<file path="src/rtl/jseq_pkg.sv">
// Shared constants and types for the three-word jump sequencer.
// Assumes 10-bit program words. The target width follows from the word width.
package jseq_pkg;
    localparam int WORD_W_DEF = 10;
    localparam int RSEL_W_DEF = 3;
    localparam int REG_BASE_DEF = 4;
    localparam logic [WORD_W_DEF-1:0] JUMP_OP_DEF = 10'b0000000100;

    typedef enum logic [1:0] {
        ST_IDLE   = 2'd0,
        ST_W2     = 2'd1,
        ST_W3     = 2'd2,
        ST_COMMIT = 2'd3
    } seq_state_t;

    localparam logic [1:0] IE_SET = 2'b01;
    localparam logic [1:0] IE_CLR = 2'b10;
    localparam logic [1:0] NO_SAVE = 2'b11;
endpackage

</file>
<file path="src/rtl/jseq_ctrl.sv">
// Sequencing state machine: idle, fetch word 2, fetch word 3, commit.
// Assumes the memory port delivers one valid beat per request.
module jseq_ctrl #(
    parameter int WORD_W = jseq_pkg::WORD_W_DEF,
    parameter logic [WORD_W-1:0] JUMP_OP = jseq_pkg::JUMP_OP_DEF
) (
    input  logic              clk,
    input  logic              rst_n,
    input  logic              start,
    input  logic [WORD_W-1:0] first_word,
    input  logic              fetch_valid,
    output logic              accept,
    output logic              in_w2,
    output logic              in_w3,
    output logic              commit
);
    import jseq_pkg::*;

    seq_state_t state_q, state_d;

    // Decode the current state into phase flags.
    always_comb begin
        in_w2  = (state_q == ST_W2);
        in_w3  = (state_q == ST_W3);
        commit = (state_q == ST_COMMIT);
        accept = (state_q == ST_IDLE) && start && (first_word == JUMP_OP);
    end

    // Next-state selection.
    always_comb begin
        state_d = state_q;
        case (state_q)
            ST_IDLE:   if (accept) state_d = ST_W2;
            ST_W2:     if (fetch_valid) state_d = ST_W3;
            ST_W3:     if (fetch_valid) state_d = ST_COMMIT;
            ST_COMMIT: state_d = ST_IDLE;
            default:   state_d = ST_IDLE;
        endcase
    end

    // State register with synchronous reset.
    always_ff @(posedge clk) begin
        if (!rst_n) state_q <= ST_IDLE;
        else        state_q <= state_d;
    end
endmodule

</file>
<file path="src/rtl/jseq_decode.sv">
// Field split of the two operand words into target, return register and
// interrupt request. Purely combinational. Assumes WORD_W >= 5.
module jseq_decode #(
    parameter int WORD_W = jseq_pkg::WORD_W_DEF,
    parameter int RSEL_W = jseq_pkg::RSEL_W_DEF,
    parameter int REG_BASE = jseq_pkg::REG_BASE_DEF,
    localparam int HI_W = WORD_W - 4,
    localparam int ADDR_W = HI_W + WORD_W
) (
    input  logic [WORD_W-1:0] w2,
    input  logic [WORD_W-1:0] w3,
    output logic [ADDR_W-1:0] target,
    output logic              save_ret,
    output logic [RSEL_W-1:0] ret_sel,
    output logic              ie_set,
    output logic              ie_clr
);
    import jseq_pkg::*;

    logic [1:0]      xx;
    logic [HI_W-1:0] hi;
    logic [1:0]      yy;

    // Split the second word into its three fields.
    always_comb begin
        xx = w2[WORD_W-1 -: 2];
        hi = w2[WORD_W-3 -: HI_W];
        yy = w2[1:0];
    end

    // Build the target and the side-effect requests.
    always_comb begin
        target   = {hi, w3};
        save_ret = (xx != NO_SAVE);
        ret_sel  = RSEL_W'(REG_BASE) + RSEL_W'(xx);
        ie_set   = (yy == IE_SET);
        ie_clr   = (yy == IE_CLR);
    end
endmodule

</file>
<file path="src/rtl/jseq_ie.sv">
// Interrupt-enable flag, updated only by a committing jump.
// Assumes set and clear are never requested together.
module jseq_ie (
    input  logic clk,
    input  logic rst_n,
    input  logic commit,
    input  logic ie_set,
    input  logic ie_clr,
    output logic ie
);
    // Hold, set or clear the flag at the commit edge.
    always_ff @(posedge clk) begin
        if (!rst_n)                 ie <= 1'b0;
        else if (commit && ie_set)  ie <= 1'b1;
        else if (commit && ie_clr)  ie <= 1'b0;
    end
endmodule

</file>
<file path="src/rtl/jump_seq.sv">
// Top of the three-word jump sequencer. Fetches the two operand words after
// a recognised jump opcode, then loads the PC. In the same cycle it
// optionally writes the return address and requests an interrupt-enable change.
// Assumes fetch_valid comes only while fetch_req is high.
module jump_seq #(
    parameter int WORD_W = jseq_pkg::WORD_W_DEF,
    parameter int RSEL_W = jseq_pkg::RSEL_W_DEF,
    parameter int REG_BASE = jseq_pkg::REG_BASE_DEF,
    parameter logic [WORD_W-1:0] JUMP_OP = jseq_pkg::JUMP_OP_DEF,
    localparam int ADDR_W = 2 * WORD_W - 4
) (
    input  logic              clk,
    input  logic              rst_n,
    input  logic              start,
    input  logic [WORD_W-1:0] first_word,
    input  logic [ADDR_W-1:0] start_pc,
    output logic              busy,
    output logic              fetch_req,
    output logic [ADDR_W-1:0] fetch_addr,
    input  logic              fetch_valid,
    input  logic [WORD_W-1:0] fetch_data,
    output logic              rf_we,
    output logic [RSEL_W-1:0] rf_sel,
    output logic [ADDR_W-1:0] rf_wdata,
    output logic              pc_load,
    output logic [ADDR_W-1:0] pc_value,
    output logic              ie,
    output logic              done
);
    localparam int INSTR_LEN = 3;

    logic              accept, in_w2, in_w3, commit;
    logic [ADDR_W-1:0] base_q;
    logic [WORD_W-1:0] w2_q, w3_q;
    logic [ADDR_W-1:0] target;
    logic              save_ret, ie_set, ie_clr;
    logic [RSEL_W-1:0] ret_sel;

    jseq_ctrl #(.WORD_W(WORD_W), .JUMP_OP(JUMP_OP)) u_ctrl (
        .clk(clk), .rst_n(rst_n), .start(start), .first_word(first_word),
        .fetch_valid(fetch_valid), .accept(accept), .in_w2(in_w2),
        .in_w3(in_w3), .commit(commit)
    );

    jseq_decode #(.WORD_W(WORD_W), .RSEL_W(RSEL_W), .REG_BASE(REG_BASE)) u_dec (
        .w2(w2_q), .w3(w3_q), .target(target), .save_ret(save_ret),
        .ret_sel(ret_sel), .ie_set(ie_set), .ie_clr(ie_clr)
    );

    jseq_ie u_ie (
        .clk(clk), .rst_n(rst_n), .commit(commit), .ie_set(ie_set),
        .ie_clr(ie_clr), .ie(ie)
    );

    // Capture the instruction address and both operand words.
    always_ff @(posedge clk) begin
        if (!rst_n) begin
            base_q <= '0;
            w2_q   <= '0;
            w3_q   <= '0;
        end else begin
            if (accept)               base_q <= start_pc;
            if (in_w2 && fetch_valid) w2_q   <= fetch_data;
            if (in_w3 && fetch_valid) w3_q   <= fetch_data;
        end
    end

    // Drive the fetch port and the commit-cycle outputs.
    always_comb begin
        busy       = in_w2 | in_w3 | commit;
        fetch_req  = in_w2 | in_w3;
        fetch_addr = base_q + (in_w3 ? ADDR_W'(2) : ADDR_W'(1));
        pc_load    = commit;
        done       = commit;
        pc_value   = target;
        rf_we      = commit & save_ret;
        rf_sel     = ret_sel;
        rf_wdata   = base_q + ADDR_W'(INSTR_LEN);
    end
endmodule

</file>
<file path="config.mk">
export PLATFORM = sky130hd
export DESIGN_NAME = jump_seq
export DESIGN_NICKNAME = d
export VERILOG_FILES = /design/src/rtl/jseq_pkg.sv /design/src/rtl/jseq_ctrl.sv /design/src/rtl/jseq_decode.sv /design/src/rtl/jseq_ie.sv /design/src/rtl/jump_seq.sv
export SDC_FILE = /design/constraint.sdc
export NUM_CORES = 1
export LEC_CHECK = 0
export BUFFER_PORTS_ARGS = -buffer_cell sky130_fd_sc_hd__buf_2
export CAP_MARGIN = 20
export CELL_PAD_IN_SITES_DETAIL_PLACEMENT = 0
export CELL_PAD_IN_SITES_GLOBAL_PLACEMENT = 1
export CORE_ASPECT_RATIO = 0.5
export CORE_MARGIN = 3
export CORE_UTILIZATION = 37
export CTS_CLUSTER_SIZE = 12
export DETAILED_ROUTE_END_ITERATION = 12
export HOLD_SLACK_MARGIN = 0.06
export PLACE_DENSITY = 0.93
export SETUP_SLACK_MARGIN = 0.4
export SLEW_MARGIN = 20
export SYNTH_ARGS = -nofsm -noshare
export SYNTH_HDL_FRONTEND = slang
export SYNTH_SLANG_ARGS = --single-unit
</file>
<file path="constraint.sdc">
create_clock -name clk -period 4.95 [get_ports clk]
set_clock_uncertainty 0.15 [all_clocks]
set_input_delay 0.7425 -clock clk [delete_from_list [all_inputs] [get_ports clk]]
set_output_delay 0.7425 -clock clk [all_outputs]
set_load 0.02 [all_outputs]
</file>
[Yosys cells after proc, flatten, opt, wreduce, memory -nomap -nowiden]
Cells that the tools add are included.
Storage, ports and cells
  output and inout bits: 57
  register bits: 39
  bits of input ports: 40
Operators by class
  reduce and logical (&&, ||, !) cells: 9
  mux-type cells: 7
  add/sub/neg operators: 3
  bitwise logic cells: 3
  equality and inequality tests: 10
Operators by type and width (count)
  adder 16 x 2 -> 16 bit: 1
  adder 16 x 2 -> 16 bit (second input constant): 1
  == test 10 x 3 -> 1 bit (second input constant): 1
  two-way mux 2 bit: 4
  != test 2 bit (second input constant): 4
  one-hot mux 2 bit (4 select lines): 1
  == test 2 bit (second input constant): 3
  logical AND 1 bit: 6
  == test 2 x 1 -> 1 bit (second input constant): 2
  adder 3 x 2 -> 3 bit (first input constant): 1
  AND reduction 3 bit: 1
  zero test 2 bit: 1
  two-way mux 1 bit: 2
  OR 1 bit: 2
  nonzero test 2 bit: 1
  AND 1 bit: 1

[Longest topological paths before layout]
  depth after elaboration: 5
  depth in mapped cells: 9

[By module]
A second synthesis with hierarchy kept.
Second synthesis, totals
  cell total of the unflattened synthesis: 274
  area, all modules: 2337.2 um^2
By module, submodules not included
  jump_seq: cells each 226, instances 1, area an instance 1941.9 um^2, seq. area each 720.7 um^2
  jseq_ctrl: cells each 21, instances 1, area an instance 191.4 um^2, seq. area each 40.0 um^2
  jseq_decode: cells each 23, instances 1, area an instance 165.2 um^2, seq. area each 0.0 um^2
  jseq_ie: cells each 4, instances 1, area an instance 38.8 um^2, seq. area each 20.0 um^2

[Least setup slack after synthesis]
OpenSTA, ideal clock, no wires.
  kind: reg2out
  start point: reg u_ctrl.state_q[0]
  end point: out fetch_addr[15]
  slack: 2.090 ns
  path buffers: 0
  arrival time: 1.967 ns
  stages on the path, launching flop included: 9
  cells stage by stage: dfxtp_1 > inv_1 > ha_1 > inv_1 > ha_1 > a21oi_1 > a2111o_1 > nor3_2 > xor2_1
Between the ends
  longest elaborated chain between the ends: 3
Ends and longest elaborated chain
  from (decl): line jseq_ctrl.sv:19  | seq_state_t state_q, state_d;
  from (signal assigned): line jseq_ctrl.sv:44  | else state_q <= state_d;
  == test 2 bit: line jseq_ctrl.sv:24  | in_w3 = (state_q == ST_W3);
  two-way mux 2 bit: line jump_seq.sv:72  | fetch_addr = base_q + (in_w3 ? ADDR_W'(2) : ADDR_W'(1));
  adder 16 x 2 -> 16 bit: line jump_seq.sv:72
  to (decl): line jump_seq.sv:19  | output logic [ADDR_W-1:0] fetch_addr,
Every way passes these cells.

[Final worst setup path]
  start point: reg u_ctrl.state_q[0]
  end point: out fetch_addr[8]
The elaborated chain is that of the path after synthesis.

==> reports/results.txt <==
The run finished with clean final reports. Entering global routing, the biggest net connects 42 pins. In the routed design, unresolved DRC markers number 0. The worst hold path passes through 2 cells. The number of buffers created by CTS is 5. For the number of global-route vias before repair, the log shows 1,900. During synthesis, Yosys emitted a total of 0 warnings. The number of diodes added for antenna fixing was 0; the core area was 5730 µm². The share of the synthesized netlist area taken by xor and xnor gates was 0.111. No sink is reached through more buffers than the 2 on the longest clock path. The share of layout cells above drive strength 1 was 0.303. Ranked by total cell area, the synthesized netlist is headed by dfxtp_1, nand2_1, mux2i_1, a21boi_0, xnor2_1. The total of endpoints with negative setup slack in the final report came out at 0. Setup slack on the worst reg-to-reg path comes out at 2.35 ns. The critical path is of the register to output port type.

The first detailed-routing pass ran for 4 iterations. The logs give 2290 µm² for the post-synthesis cell area and 395 for the number of nets at the end of the flow. After synthesis, the largest family of logic cells by area is simple AND/OR/NAND/NOR gates. In this run the critical register-to-register path is launched from u_ctrl.state_q[0]$_SDFFE_PN0P_.

After global routing, the most crowded layer is met2. The area growth from synthesis to layout is 24.1%. Startpoint of the lowest-slack hold path: w3_q[1]$_SDFFE_PN0P_.

The post-synthesis net count is 320. The final-report hold violation count is 0, and the total of cells resized after clock tree synthesis is 0. Measured along the x axis, the die boundary spans 117 µm. Summing over every cut layer, the via total after detailed routing is 2,017. For the worst setup path, the data required time is 4.06 ns.

The largest individual stage delay along the critical path comes from the cell dfxtp_1. For the pin with the worst max-slew slack, the measured transition is 1.09 ns. The final design utilization is 0.495. A synthesized cell averages 8.44 µm². The detailed router finished its first iteration with 105 violations. The path class of the tightest hold or removal check is register to register.

In this run the power density over the cells is 232 nW/µm². The met2 track demand over resource in global routing is 0.289, and the height of the chip is 61.6 µm. The per-cell via count in the routed design is 4.68, and the arrival time reported for the critical path endpoint is 2.46 ns. STA classifies the critical path endpoint as an output port. Met3 global-route usage: 0.0461.

For this run the aggregate overflow at the end of global routing stands at 0. The tools report the global-route track usage on met1 as 0.186. Setup repair after global routing left no endpoint under its margin. The floorplan has 19 rows. Once detail routing completed, the nets flagged for antenna violations numbered 0. Number of register bits inferred by synthesis: 39. The capture endpoint of the worst hold path was w3_q[1]$_SDFFE_PN0P_.

The area share of the largest cell type after synthesis is 0.342, and the synthesized instance count is 271. The critical path goes through inv_1 > ha_1 > inv_1 > ha_1 > ha_1 > a21oi_1 > nor2_1 > and3_1 > xor2_1 > buf_2. The number of setup buffers added after CTS is 0. The most repeated library cell on the critical path is ha_1. The maximum clock frequency is 298 MHz, and the detailed placement HPWL is 4.28 mm. The wire length of the first global-routing pass is 8.94 mm, and the routability congestion estimate from global placement is 0.857. Clock tree synthesis selected as its root buffer the cell clkbuf_16.

The post-synthesis mux area share is 0.0788, and the headroom to the max-slew limit is 0.268. The run gives 97 as the number of top-level design ports. TritonCTS built the clock tree. The register area share after synthesis is 0.342, and the adder-cell share of the synthesized area is 0.0493. The simple-gate area share of the yosys netlist is 0.227. The initial antenna violation count came out at 0.

Dividing the detail-routed wire length by the instance count gives 12.9 µm. The worst ir drop on vdd is 110 µV. The largest fanout of any net on the critical path was 5; the worst-case hold slack was 0.311 ns. The post-synthesis compound-gate area fraction is 0.104, and the reported max-cap violation count is 0. The worst register-to-register path ends at u_ctrl.state_q[0]$_SDFFE_PN0P_. Clock-pin slew was measured on the worst setup and hold paths at 0.06 ns. The tools report the number of pins with negative max-slew slack in the final report as 0. The run gives 1.38 nW as the leakage dissipation. Setup total negative slack on the finished layout was measured at 0 ns.

The peak per-stage delay on the critical path was 0.34 ns; the floorplan die area was 7210 µm². STA classifies the critical path startpoint as a register. The run gives 0 as the post-cts hold buffer count. The H-tree was split into 2 levels. The number of buffers inserted by port buffering was 95; the final critical path time including I/O delays and setup was 3.36 ns. CTS saw 39 sinks. The share of the clock period used by the worst path after layout is 0.678. The tools report the effective utilization at floorplan as 0.399. Path depth of the worst reg2reg path: 6.

The number of different library cells used by synthesis comes to 34. For the worst-skew pair later-pin latency, the log shows 0.27 ns. The overall routed net length is 5.57 mm, and the overall fraction of global-route tracks in use is 0.158.

The cell accounting for the most synthesized area was dfxtp_1.
==> synth_stat cells (all sizes together) <==
library cell and instances:
a211oi 1, ha 9, a21oi 4, nand2 57, nand3 2, nor2b 18
and4b 1, and2 2, o21ai 3, and4 1, conb 1, dfxtp 39
nor4 3, buf 16, inv 8, mux2i 18, nor3 2, xor2 13
o2111ai 1, or2 1, xnor2 16, a2111o 1, nand2b 1, a21boi 22
clkbuf 11, nor2 11, nand4 7, and3 2
==> critical path, delay by kind of cell (launching register included) <==
family	cells	cell delay, ns
compound gates	1	0.27
buf+inv	3	0.38
xor+xnor	1	0.14
fa+ha+maj	3	0.66
flops	1	0.34
simple gates	2	0.41
==> per-stage QoR <==
| step | total power (W) | setup WS [ns] | area [µm²] | cells |
|---|---|---|---|---|
| 6_report | 0.000658 | 1.59 | 2840 | 431 |
| 5_1_grt | 0.000681 | 1.41 | 2840 | 431 |
| 4_1_cts | 0.000665 | 1.57 | 2840 | 431 |
| 3_5_place_dp | 0.000361 | 1.89 | 2700 | 423 |
| 3_3_place_gp | 0.000360 | 2.04 | 2700 | 423 |
| 2_1_floorplan | 0.000341 | 2.09 | 2290 | 271 |
==> kinds of logic after synthesis <==
logic type	Yosys count
other	1
DFF	39
buffers and inverters	35
AOI/OAI and AO/OA	32
muxes	18
and+or+nand+nor	108
xor gates and xnor gates	29
adders and majority gates	9
==> layout make-up <==
type / instances / area [µm²]
multi-input combinational: 197 / 1310
inverter: 8 / 30.0
clock inverter: 1 / 5.00
sequential: 39 / 781
clock buffer: 7 / 133
timing repair buffer: 95 / 475
fill: 559 / 2890
tap: 84 / 105
==> how the worst max path moves through the flow <==
stage	startpoint	end	slack, ns	cells after the start
CTS	u_ctrl.state_q[0]$_SDFFE_PN0P_	fetch_addr[8]	1.57	10
global route	u_ctrl.state_q[0]$_SDFFE_PN0P_	fetch_addr[8]	1.41	10
finish	u_ctrl.state_q[0]$_SDFFE_PN0P_	fetch_addr[8]	1.59	10
global placement	u_ctrl.state_q[0]$_SDFFE_PN0P_	fetch_addr[8]	2.04	10
detailed placement	u_ctrl.state_q[0]$_SDFFE_PN0P_	fetch_addr[8]	1.89	10
floorplan	u_ctrl.state_q[0]$_SDFFE_PN0P_	fetch_addr[15]	2.09	8
==> routing by layer <==
metal | up-vias | wire length, µm
met5 | - | 0
met4 | 0 | 15
met3 | 2 | 372
met2 | 55 | 2750
met1 | 935 | 2430
li1 | 1025 | -
==> flip-flops by register name, summed over array words and instances, names as in the netlist <==
| signal | flops |
|---|---|
| base_q | 16 |
| w2_q | 10 |
| w3_q | 10 |
| u_ctrl.state_q | 2 |
| u_ie.ie | 1 |
==> cells in the final DEF (no fill, tap or decap), types with 2 or more instances in the layout <==
master     synthesis  final
a21boi_0          22     22
a21oi_1            3      3
and2_1             2      2
and3_1             2      2
buf_2              1     95
clkbuf_1          10      2
clkbuf_16          0      5
dfxtp_1           39     39
ha_1               9      9
inv_1              8      8
mux2i_1           18     18
nand2_1           57     57
nand3_1            2      2
nand4_1            7      7
nor2_1            11     11
nor2b_1           17     17
nor4_1             3      3
o21ai_0            3      3
xnor2_1           16     16
xor2_1            13     13
==> power by group <==
part | internal (W) | switching [W] | total [W]
Sequential | 0.000315 | 0.00000107 | 0.000316
Combinational | 0.0000191 | 0.0000177 | 0.0000369
Clock | 0.000186 | 0.000119 | 0.000305
Total | 0.000521 | 0.000138 | 0.000658
No activity file was read; power rests on OpenSTA's default activity.
